**src/rtl/idx_win_pkg.sv**
```systemverilog
package idx_win_pkg;
  localparam int unsigned DATA_W   = 32;
  localparam int unsigned IDX_W    = 8;
  localparam int unsigned VER_W    = 9;

  localparam logic [IDX_W-1:0] OFS_SEL = 8'h00;
  localparam logic [IDX_W-1:0] OFS_WIN = 8'h10;

  localparam logic [IDX_W-1:0] IDX_ID   = 8'h00;
  localparam logic [IDX_W-1:0] IDX_VER  = 8'h01;
  localparam logic [IDX_W-1:0] IDX_ARB  = 8'h02;
  localparam logic [IDX_W-1:0] IDX_ENT0 = 8'h10;

  // writable field of identifier and arbitration words
  localparam logic [DATA_W-1:0] ID_FIELD_MASK = 32'h0F00_0000;
endpackage

```
**src/rtl/idx_win_decode.sv**
```systemverilog
module idx_win_decode
  import idx_win_pkg::*;
#(
  parameter int unsigned ADDR_W = 8
) (
  input  logic [ADDR_W-1:0] addr_i,
  input  logic              wr_en_i,
  input  logic              rd_en_i,
  output logic              sel_wr_o,
  output logic              sel_rd_o,
  output logic              win_wr_o,
  output logic              win_rd_o
);
  localparam logic [ADDR_W-1:0] A_SEL = ADDR_W'(OFS_SEL);
  localparam logic [ADDR_W-1:0] A_WIN = ADDR_W'(OFS_WIN);

  logic hit_sel, hit_win;

  always_comb begin
    hit_sel  = (addr_i == A_SEL);
    hit_win  = (addr_i == A_WIN);
    sel_wr_o = wr_en_i & hit_sel;
    sel_rd_o = rd_en_i & hit_sel;
    win_wr_o = wr_en_i & hit_win;
    win_rd_o = rd_en_i & hit_win;
  end
endmodule

```
**src/rtl/idx_win_ctrl_regs.sv**
```systemverilog
module idx_win_ctrl_regs
  import idx_win_pkg::*;
#(
  parameter int unsigned      NUM_ENTRIES = 24,
  parameter logic [VER_W-1:0] VERSION_NUM = 9'h011
) (
  input  logic              clk_i,
  input  logic              rst_ni,
  input  logic [IDX_W-1:0]  idx_i,
  input  logic              wr_i,
  input  logic [DATA_W-1:0] wr_data_i,
  output logic [DATA_W-1:0] rd_data_o,
  output logic              hit_o
);
  localparam logic [7:0] MAX_ENT = 8'(NUM_ENTRIES - 1);
  localparam logic [DATA_W-1:0] VER_WORD =
    {8'h00, MAX_ENT, 7'h00, VERSION_NUM};

  logic [DATA_W-1:0] id_q, arb_q;

  always_ff @(posedge clk_i or negedge rst_ni) begin
    if (!rst_ni) begin
      id_q  <= '0;
      arb_q <= '0;
    end else if (wr_i) begin
      if (idx_i == IDX_ID)  id_q  <= wr_data_i & ID_FIELD_MASK;
      if (idx_i == IDX_ARB) arb_q <= wr_data_i & ID_FIELD_MASK;
    end
  end

  always_comb begin
    hit_o     = 1'b1;
    rd_data_o = '0;
    unique case (idx_i)
      IDX_ID:  rd_data_o = id_q;
      IDX_VER: rd_data_o = VER_WORD;
      IDX_ARB: rd_data_o = arb_q;
      default: hit_o = 1'b0;
    endcase
  end
endmodule

```
**src/rtl/idx_win_entry_bank.sv**
```systemverilog
module idx_win_entry_bank
  import idx_win_pkg::*;
#(
  parameter int unsigned NUM_ENTRIES = 24
) (
  input  logic                          clk_i,
  input  logic                          rst_ni,
  input  logic [IDX_W-1:0]              idx_i,
  input  logic                          wr_i,
  input  logic [DATA_W-1:0]             wr_data_i,
  output logic [DATA_W-1:0]             rd_data_o,
  output logic                          hit_o,
  output logic [2*NUM_ENTRIES*DATA_W-1:0] flat_o
);
  localparam int unsigned NUM_HALVES = 2 * NUM_ENTRIES;

  logic [IDX_W-1:0]  off;
  logic [DATA_W-1:0] half_q [NUM_HALVES];

  always_comb begin
    off   = idx_i - IDX_ENT0;
    hit_o = (idx_i >= IDX_ENT0) && (32'(off) < NUM_HALVES);
  end

  for (genvar h = 0; h < NUM_HALVES; h++) begin : g_half
    always_ff @(posedge clk_i or negedge rst_ni) begin
      if (!rst_ni)                                   half_q[h] <= '0;
      else if (wr_i && hit_o && (32'(off) == h))     half_q[h] <= wr_data_i;
    end
    assign flat_o[h*DATA_W +: DATA_W] = half_q[h];
  end

  always_comb begin
    rd_data_o = '0;
    for (int h = 0; h < NUM_HALVES; h++) begin
      if (hit_o && (32'(off) == h)) rd_data_o = half_q[h];
    end
  end
endmodule

```
**src/rtl/idx_reg_window.sv**
```systemverilog
module idx_reg_window
  import idx_win_pkg::*;
#(
  parameter int unsigned      ADDR_W      = 8,
  parameter int unsigned      NUM_ENTRIES = 24,
  parameter logic [VER_W-1:0] VERSION_NUM = 9'h011
) (
  input  logic              clk_i,
  input  logic              rst_ni,
  input  logic [ADDR_W-1:0] addr_i,
  input  logic              wr_en_i,
  input  logic [31:0]       wr_data_i,
  input  logic              rd_en_i,
  output logic [31:0]       rd_data_o
);
  logic sel_wr, sel_rd, win_wr, win_rd;
  logic [IDX_W-1:0]  sel_q;
  logic [DATA_W-1:0] ctrl_rd, ent_rd, rd_next, rd_q;
  logic              ctrl_hit, ent_hit;
  logic [2*NUM_ENTRIES*DATA_W-1:0] entry_flat;

  idx_win_decode #(.ADDR_W(ADDR_W)) i_decode (
    .addr_i   (addr_i),
    .wr_en_i  (wr_en_i),
    .rd_en_i  (rd_en_i),
    .sel_wr_o (sel_wr),
    .sel_rd_o (sel_rd),
    .win_wr_o (win_wr),
    .win_rd_o (win_rd)
  );

  always_ff @(posedge clk_i or negedge rst_ni) begin
    if (!rst_ni)     sel_q <= '0;
    else if (sel_wr) sel_q <= wr_data_i[IDX_W-1:0];
  end

  idx_win_ctrl_regs #(
    .NUM_ENTRIES (NUM_ENTRIES),
    .VERSION_NUM (VERSION_NUM)
  ) i_ctrl (
    .clk_i     (clk_i),
    .rst_ni    (rst_ni),
    .idx_i     (sel_q),
    .wr_i      (win_wr),
    .wr_data_i (wr_data_i),
    .rd_data_o (ctrl_rd),
    .hit_o     (ctrl_hit)
  );

  idx_win_entry_bank #(.NUM_ENTRIES(NUM_ENTRIES)) i_bank (
    .clk_i     (clk_i),
    .rst_ni    (rst_ni),
    .idx_i     (sel_q),
    .wr_i      (win_wr),
    .wr_data_i (wr_data_i),
    .rd_data_o (ent_rd),
    .hit_o     (ent_hit),
    .flat_o    (entry_flat)
  );

  always_comb begin
    rd_next = '0;
    if (sel_rd)                  rd_next = DATA_W'(sel_q);
    else if (win_rd && ctrl_hit) rd_next = ctrl_rd;
    else if (win_rd && ent_hit)  rd_next = ent_rd;
  end

  always_ff @(posedge clk_i or negedge rst_ni) begin
    if (!rst_ni)      rd_q <= '0;
    else if (rd_en_i) rd_q <= rd_next;
  end

  assign rd_data_o = rd_q;
endmodule

```
**config.mk**
```make
export PLATFORM = sky130hd
export DESIGN_NAME = idx_reg_window
export DESIGN_NICKNAME = d
export VERILOG_FILES = /design/src/rtl/idx_win_pkg.sv /design/src/rtl/idx_win_decode.sv /design/src/rtl/idx_win_ctrl_regs.sv /design/src/rtl/idx_win_entry_bank.sv /design/src/rtl/idx_reg_window.sv
export SDC_FILE = /design/constraint.sdc
export NUM_CORES = 2
export LEC_CHECK = 0
export BUFFER_PORTS_ARGS = -buffer_cell sky130_fd_sc_hd__buf_2
export CORE_ASPECT_RATIO = 1.2
export CORE_MARGIN = 2
export CORE_UTILIZATION = 45
export CTS_CLUSTER_DIAMETER = 40
export CTS_CLUSTER_SIZE = 14
export DETAILED_ROUTE_END_ITERATION = 6
export PLACE_DENSITY_LB_ADDON = 0.12
export SYNTH_ARGS = -nofsm -noshare
export SYNTH_HDL_FRONTEND = slang
export SYNTH_SLANG_ARGS = --single-unit
```
**constraint.sdc**
```tcl
create_clock -name clk_i -period 3.8 [get_ports clk_i]
set_clock_uncertainty 0.15 [all_clocks]
set_input_delay 0.38 -clock clk_i [delete_from_list [all_inputs] [get_ports clk_i]]
set_output_delay 0.38 -clock clk_i [all_outputs]
set_load 0.01 [all_outputs]
```
# Word-level counts from Yosys, hierarchy flattened
# Cells that the tools add are included.
# totals
input_bits	44
word_cells	268
out_inout_bits	32
regBits	1584
# op_classes
n_eq_ne	50
reduce_logical	106
order_cmp	2
addsub	1
n_mux	53
n_bitwise	4
# op_table
op	count
2-to-1 mux 32 bit	51
== test 8 x 5 -> 1 bit (second input constant)	17
== test 8 x 6 -> 1 bit (second input constant)	16
logical AND 1 bit	100
case mux 28 bit (3 select lines)	1
== test 8 x 4 -> 1 bit (second input constant)	8
== test 8 x 3 -> 1 bit (second input constant)	4
== test 8 x 2 -> 1 bit (second input constant)	3
zero test 8 bit	3
== test 8 x 1 -> 1 bit (second input constant)	2
>= comparator 8 x 5 -> 1 bit (second input constant)	1
less-than comparator 8 x 6 -> 1 bit (second input constant)	1
subtractor 8 x 5 -> 8 bit (second input constant)	1
AND 1 bit	4
AND reduction 2 bit	2
OR reduction 3 bit	1
2-to-1 mux 1 bit	1

# Depth between registers and ports, before layout
# depth
ltp_word	55
depth_mapped	14
ltp_nobuf	8

# Cells and area by module
# A second synthesis with hierarchy kept.
# unflattened
cells_unflattened	6032
area_unflattened_um2	73957.2
# modules_own_cells
module	cells_each	area_per_inst_um2	n_inst	seq_area_each_um2
idx_win_entry_bank	5813	71386.0	1	38436.9
idx_reg_window	149	1868.0	1	1001.0
idx_win_ctrl_regs	62	639.4	1	200.2
idx_win_decode	8	63.8	1	0.0

# Least setup slack after synthesis
# No wires, ideal clock.
# synth_path
kind	input -> register
startpoint	in addr_i[2]
endpoint	reg i_bank.half_q (netlist bit i_bank.flat_o[354])
t_arrival_ps	2470
setup_ps	125
t_required_ps	3525
path_stages	9
path_buffers	2
path_slack_ps	1055
path_cell_list	or4_4 nor4_4 nand3_4 nor2b_4 and2_1 buf_8 nand2_2 buf_6 mux2_4
# synth_via
elab_chain_len	4
# synth_rtl
item	line	text
start, declared	idx_reg_window.sv:10	input logic [ADDR_W-1:0] addr_i,
== test 8 x 5 -> 1 bit	idx_win_decode.sv:21	hit_win = (addr_i == A_WIN);
AND 1 bit	idx_win_decode.sv:24	win_wr_o = wr_en_i & hit_win;
logical AND 1 bit (2 in a row)	idx_win_entry_bank.sv:28	else if (wr_i && hit_o && (32'(off) == h)) half_q[h] <= wr_data_i;
end signal, assigned by index	idx_win_entry_bank.sv:28	
end, declared	idx_win_entry_bank.sv:18	logic [DATA_W-1:0] half_q [NUM_HALVES];
# Every way passes these cells.
# A chain may end at the register's enable or synchronous reset.

# Worst setup path in the final report
# layout_path
startpoint	reg sel_q[1]
endpoint	reg rd_q[23] (netlist: rd_data_o[23])
# layout_via
elab_chain_len	55
word_cells_on_any_way	158
classes_between	1 x add/sub; 2 x order compare; 49 x eq/ne; 52 x mux; 54 x reduce/logical
# layout_rtl
item	line	text
start, declared	idx_reg_window.sv:17	logic [IDX_W-1:0] sel_q;
start signal, assigned	idx_reg_window.sv:34	else if (sel_wr) sel_q <= wr_data_i[IDX_W-1:0];
subtractor 8 x 5 -> 8 bit	idx_win_entry_bank.sv:21	off = idx_i - IDX_ENT0;
less-than comparator 8 x 6 -> 1 bit	idx_win_entry_bank.sv:22	hit_o = (idx_i >= IDX_ENT0) && (32'(off) < NUM_HALVES);
logical AND 1 bit	idx_win_entry_bank.sv:22	
logical AND 1 bit	idx_win_entry_bank.sv:36	if (hit_o && (32'(off) == h)) rd_data_o = half_q[h];
2-to-1 mux 32 bit (48 in a row)	idx_win_entry_bank.sv:36	
2-to-1 mux 32 bit	idx_reg_window.sv:65	else if (win_rd && ent_hit) rd_next = ent_rd;
2-to-1 mux 32 bit (*)	idx_reg_window.sv:64	else if (win_rd && ctrl_hit) rd_next = ctrl_rd;
2-to-1 mux 32 bit (*)	idx_reg_window.sv:63	if (sel_rd) rd_next = DATA_W'(sel_q);
end signal, assigned	idx_reg_window.sv:70	else if (rd_en_i) rd_q <= rd_next;
end, declared	idx_reg_window.sv:18	logic [DATA_W-1:0] ctrl_rd, ent_rd, rd_next, rd_q;
# Every way passes the cells marked *; elsewhere a longest branch is shown, timed or not.

==> results.sh <==
export IMPL_status="complete, but fails checks"
export IMPL_violations="DRC, hold timing, setup timing"
export IMPL_hold_ws_ns=-0.0371
export IMPL_clk_pin_slew_worst_paths_ns=0.06
export IMPL_crit_arrival_ns=4.39
export IMPL_dp_hpwl_mm=205
export IMPL_relSlewSlack=0.133
export IMPL_yosysTopAreaCellShare=0.550
export IMPL_yosysUniqueCellTypes=96
export IMPL_synth_area_leader_cell="dfrtp_1"
export IMPL_hold_violations=10
export IMPL_io_pins=76
export IMPL_dr_total_vias=54000
export IMPL_netlist_instances=5474
export IMPL_track_usage=0.371
export IMPL_crit_required_ns=4.33
export IMPL_cp_end_kind="flip-flop"
export IMPL_slew_viol_final=0
export IMPL_fp_dieH_um=442
export IMPL_synth_area_leaders="dfrtp_1 55%, mux2_2 20%, mux2_1 3.8%"
export IMPL_fin_nets=5858
export IMPL_reg2reg_slack_ns=-0.06
export IMPL_syn_cell_area_um2=72000
export IMPL_wire_per_inst_um=37.6
export IMPL_area_growth_pct=19.7
export IMPL_yosys_warnings=0
export IMPL_grt_antenna_before_repair=10
export IMPL_ir_drop_mv=0.346
export IMPL_totalWireLength_mm=305
export IMPL_design_area_um2=86200
export IMPL_layout_drive_gt1_share=0.421
export IMPL_initial_core_util=0.454
export IMPL_synth_seq_cells=1584
export IMPL_rsz0062_at_grt="false"
export IMPL_post_place_cells=7701
export IMPL_cts_root_buf="clkbuf_16"
export IMPL_cts_sinks=1584
export IMPL_final_cells=8100
export IMPL_numPortBuffers=75
export IMPL_synth_fp_nets=5518
export IMPL_hold_class="in -> async"
export IMPL_drt_iter0_markers=6130
export IMPL_cp_max_fo=29
export IMPL_first_pass_iters=7
export IMPL_synth_top_flop_cell="dfrtp_1"
export IMPL_grt_pass1_vias=53600
export IMPL_synth_most_common_cell="dfrtp_1"
export IMPL_dieArea_um2=163000
export IMPL_remaining_drc_errors=8
export IMPL_clock_latency_ns=0.87
export IMPL_cts_buffers=209
export IMPL_leakagePower_nw=41.7
export IMPL_grt_ovfl_total=0
export IMPL_yosysSeqAreaShare=0.550
export IMPL_tightest_slew_ns=1.30
export IMPL_place_area_um2=78700
export IMPL_finalCriticalPeriod_ns=3.86
export IMPL_worstSetupPathType="reg -> reg"
export IMPL_fin_tns_setup_ns=-0.143
export IMPL_htreeDepth=4
export IMPL_die_w_um=369
export IMPL_grt_max_degree=101
export IMPL_cts_tree="yes"
export IMPL_synth_avg_cell_area_um2=13.2
export IMPL_fin_crit_sh=1.02
export IMPL_synthArstFlopShare=1.00
export IMPL_setup_violations=4
export IMPL_cts_setup_buffers=0
export IMPL_gp_congestion=0.955
export IMPL_max_freq_ghz=0.259
export IMPL_critPathLaunchType="flip-flop"
export IMPL_row_count=160
export IMPL_ant_nets=0
export IMPL_synth_commonest_cells="1584 x dfrtp_1, 1276 x mux2_2, 268 x clkbuf_1"
export IMPL_cellPowerDensity_nw_per_um2=456
export IMPL_core_area_um2=159000
export IMPL_via_per_inst=6.66
export IMPL_cts_buffer_depth=3
export IMPL_drv_cap=0
export IMPL_setup_ws_ns=-0.0591
export IMPL_grt_pass1_wl_mm=428
export IMPL_synth_edf_count=0
[per-layer routing]
layer	routed length [um]	share of wire	global-route usage
met1	119000	0.39	0.481
met5	40	0.00013	0
met2	137000	0.45	0.567
met4	23900	0.078	0.244
met3	24200	0.080	0.0690
[where the power goes]
group	internal (W)	switching [W]
Clock	0.0123	0.00840
Combinational	0.000365	0.00134
Sequential	0.0169	0.0000253
[cell families after synthesis]
family                 after synthesis  share of synthesized area
muxes                             1604                      0.253
AOI/OAI and AO/OA                 1121                      0.114
DFF                               1584                      0.550
buffers and inverters              558                     0.0375
and+or+nand+nor                    607                     0.0449
[worst max-delay path, cell delays in order, from the launching register on]
cell and delay [ns]:
dfrtp_4 0.59, buf_12 0.22, and4_1 0.29, buf_4 0.24, nand2_1 0.12, buf_12 0.24
nand2_1 0.08, a221oi_1 0.66, nor4b_1 0.83, a222oi_1 0.20
[cell type report]
type                    instances  area [um2]
diodes                          4        10.0
clock buffers                 244        5580
clock inverters               143        1760
fillers                     13500       72500
inverters                       8        30.0
multi-input cells            3332       30300
flip-flops and latches       1584       39700
well taps                    2106        2640
repair buffers                679        6310
[registers in the layout, summed over array words and instances, names as in the netlist]
register,flops
sel_q,8
i_ctrl.id_q,4
rd_data_o,32
i_bank.flat_o,1536
i_ctrl.arb_q,4
[repair_timing]
action,in CTS,in global routing
hold endpoints to repair,292,0
pin swaps,0,2
resized for setup,14,11
hold buffers,8,0
setup endpoints to repair,9,10
[metrics by stage]
stage          hold WS [ns]  total power (W)  setup slack, ns  utilization
2_1_floorplan       -0.0656           0.0177             1.05            -
3_5_place_dp          0.309           0.0189           -0.427        0.496
4_1_cts             0.00359           0.0394           0.0111        0.543
3_3_place_gp          0.306           0.0189           -0.524        0.496
5_1_grt              0.0165           0.0402         0.000753        0.543
6_report            -0.0371           0.0393          -0.0591        0.543
[path summary, 6_finish.rpt]
check,start,to,cells past startpoint
min in group clk_i,addr_i[4],rd_data_o[4]$_DFFE_PN0P_,7
setup reg to reg,sel_q[1]$_DFFE_PN0P_,rd_data_o[23]$_DFFE_PN0P_,9
hold reg to reg,i_bank.flat_o[1086]$_DFFE_PN0P_,i_bank.flat_o[1086]$_DFFE_PN0P_,1
setup / recovery,sel_q[1]$_DFFE_PN0P_,rd_data_o[23]$_DFFE_PN0P_,9
max in group asynchronous,rst_ni,sel_q[7]$_DFFE_PN0P_,4
hold / removal,rst_ni,i_bank.flat_o[485]$_DFFE_PN0P_,2
[cell usage in the layout, fill, tap and decap left out, drive strengths merged, types with 11 or more instances in the layout]
master    instances
o21ai           164
dfrtp          1584
nor4             21
buf             671
nor2            182
a221o            24
a21oi           132
a222oi           51
and3             11
nor3             46
o211ai           28
clkinvlp         29
mux2i            23
clkinv           58
a221oi          121
a31oi            42
a22o             72
a211oi           27
o2111ai          12
nand4            29
mux2           1581
clkbuf          244
nand2           163
nand3            45
o22ai            52
bufinv           23
o221ai           34
a22oi           250
nor2b            20
inv              41
a32oi            24
Power figures use the tool's default switching activity.
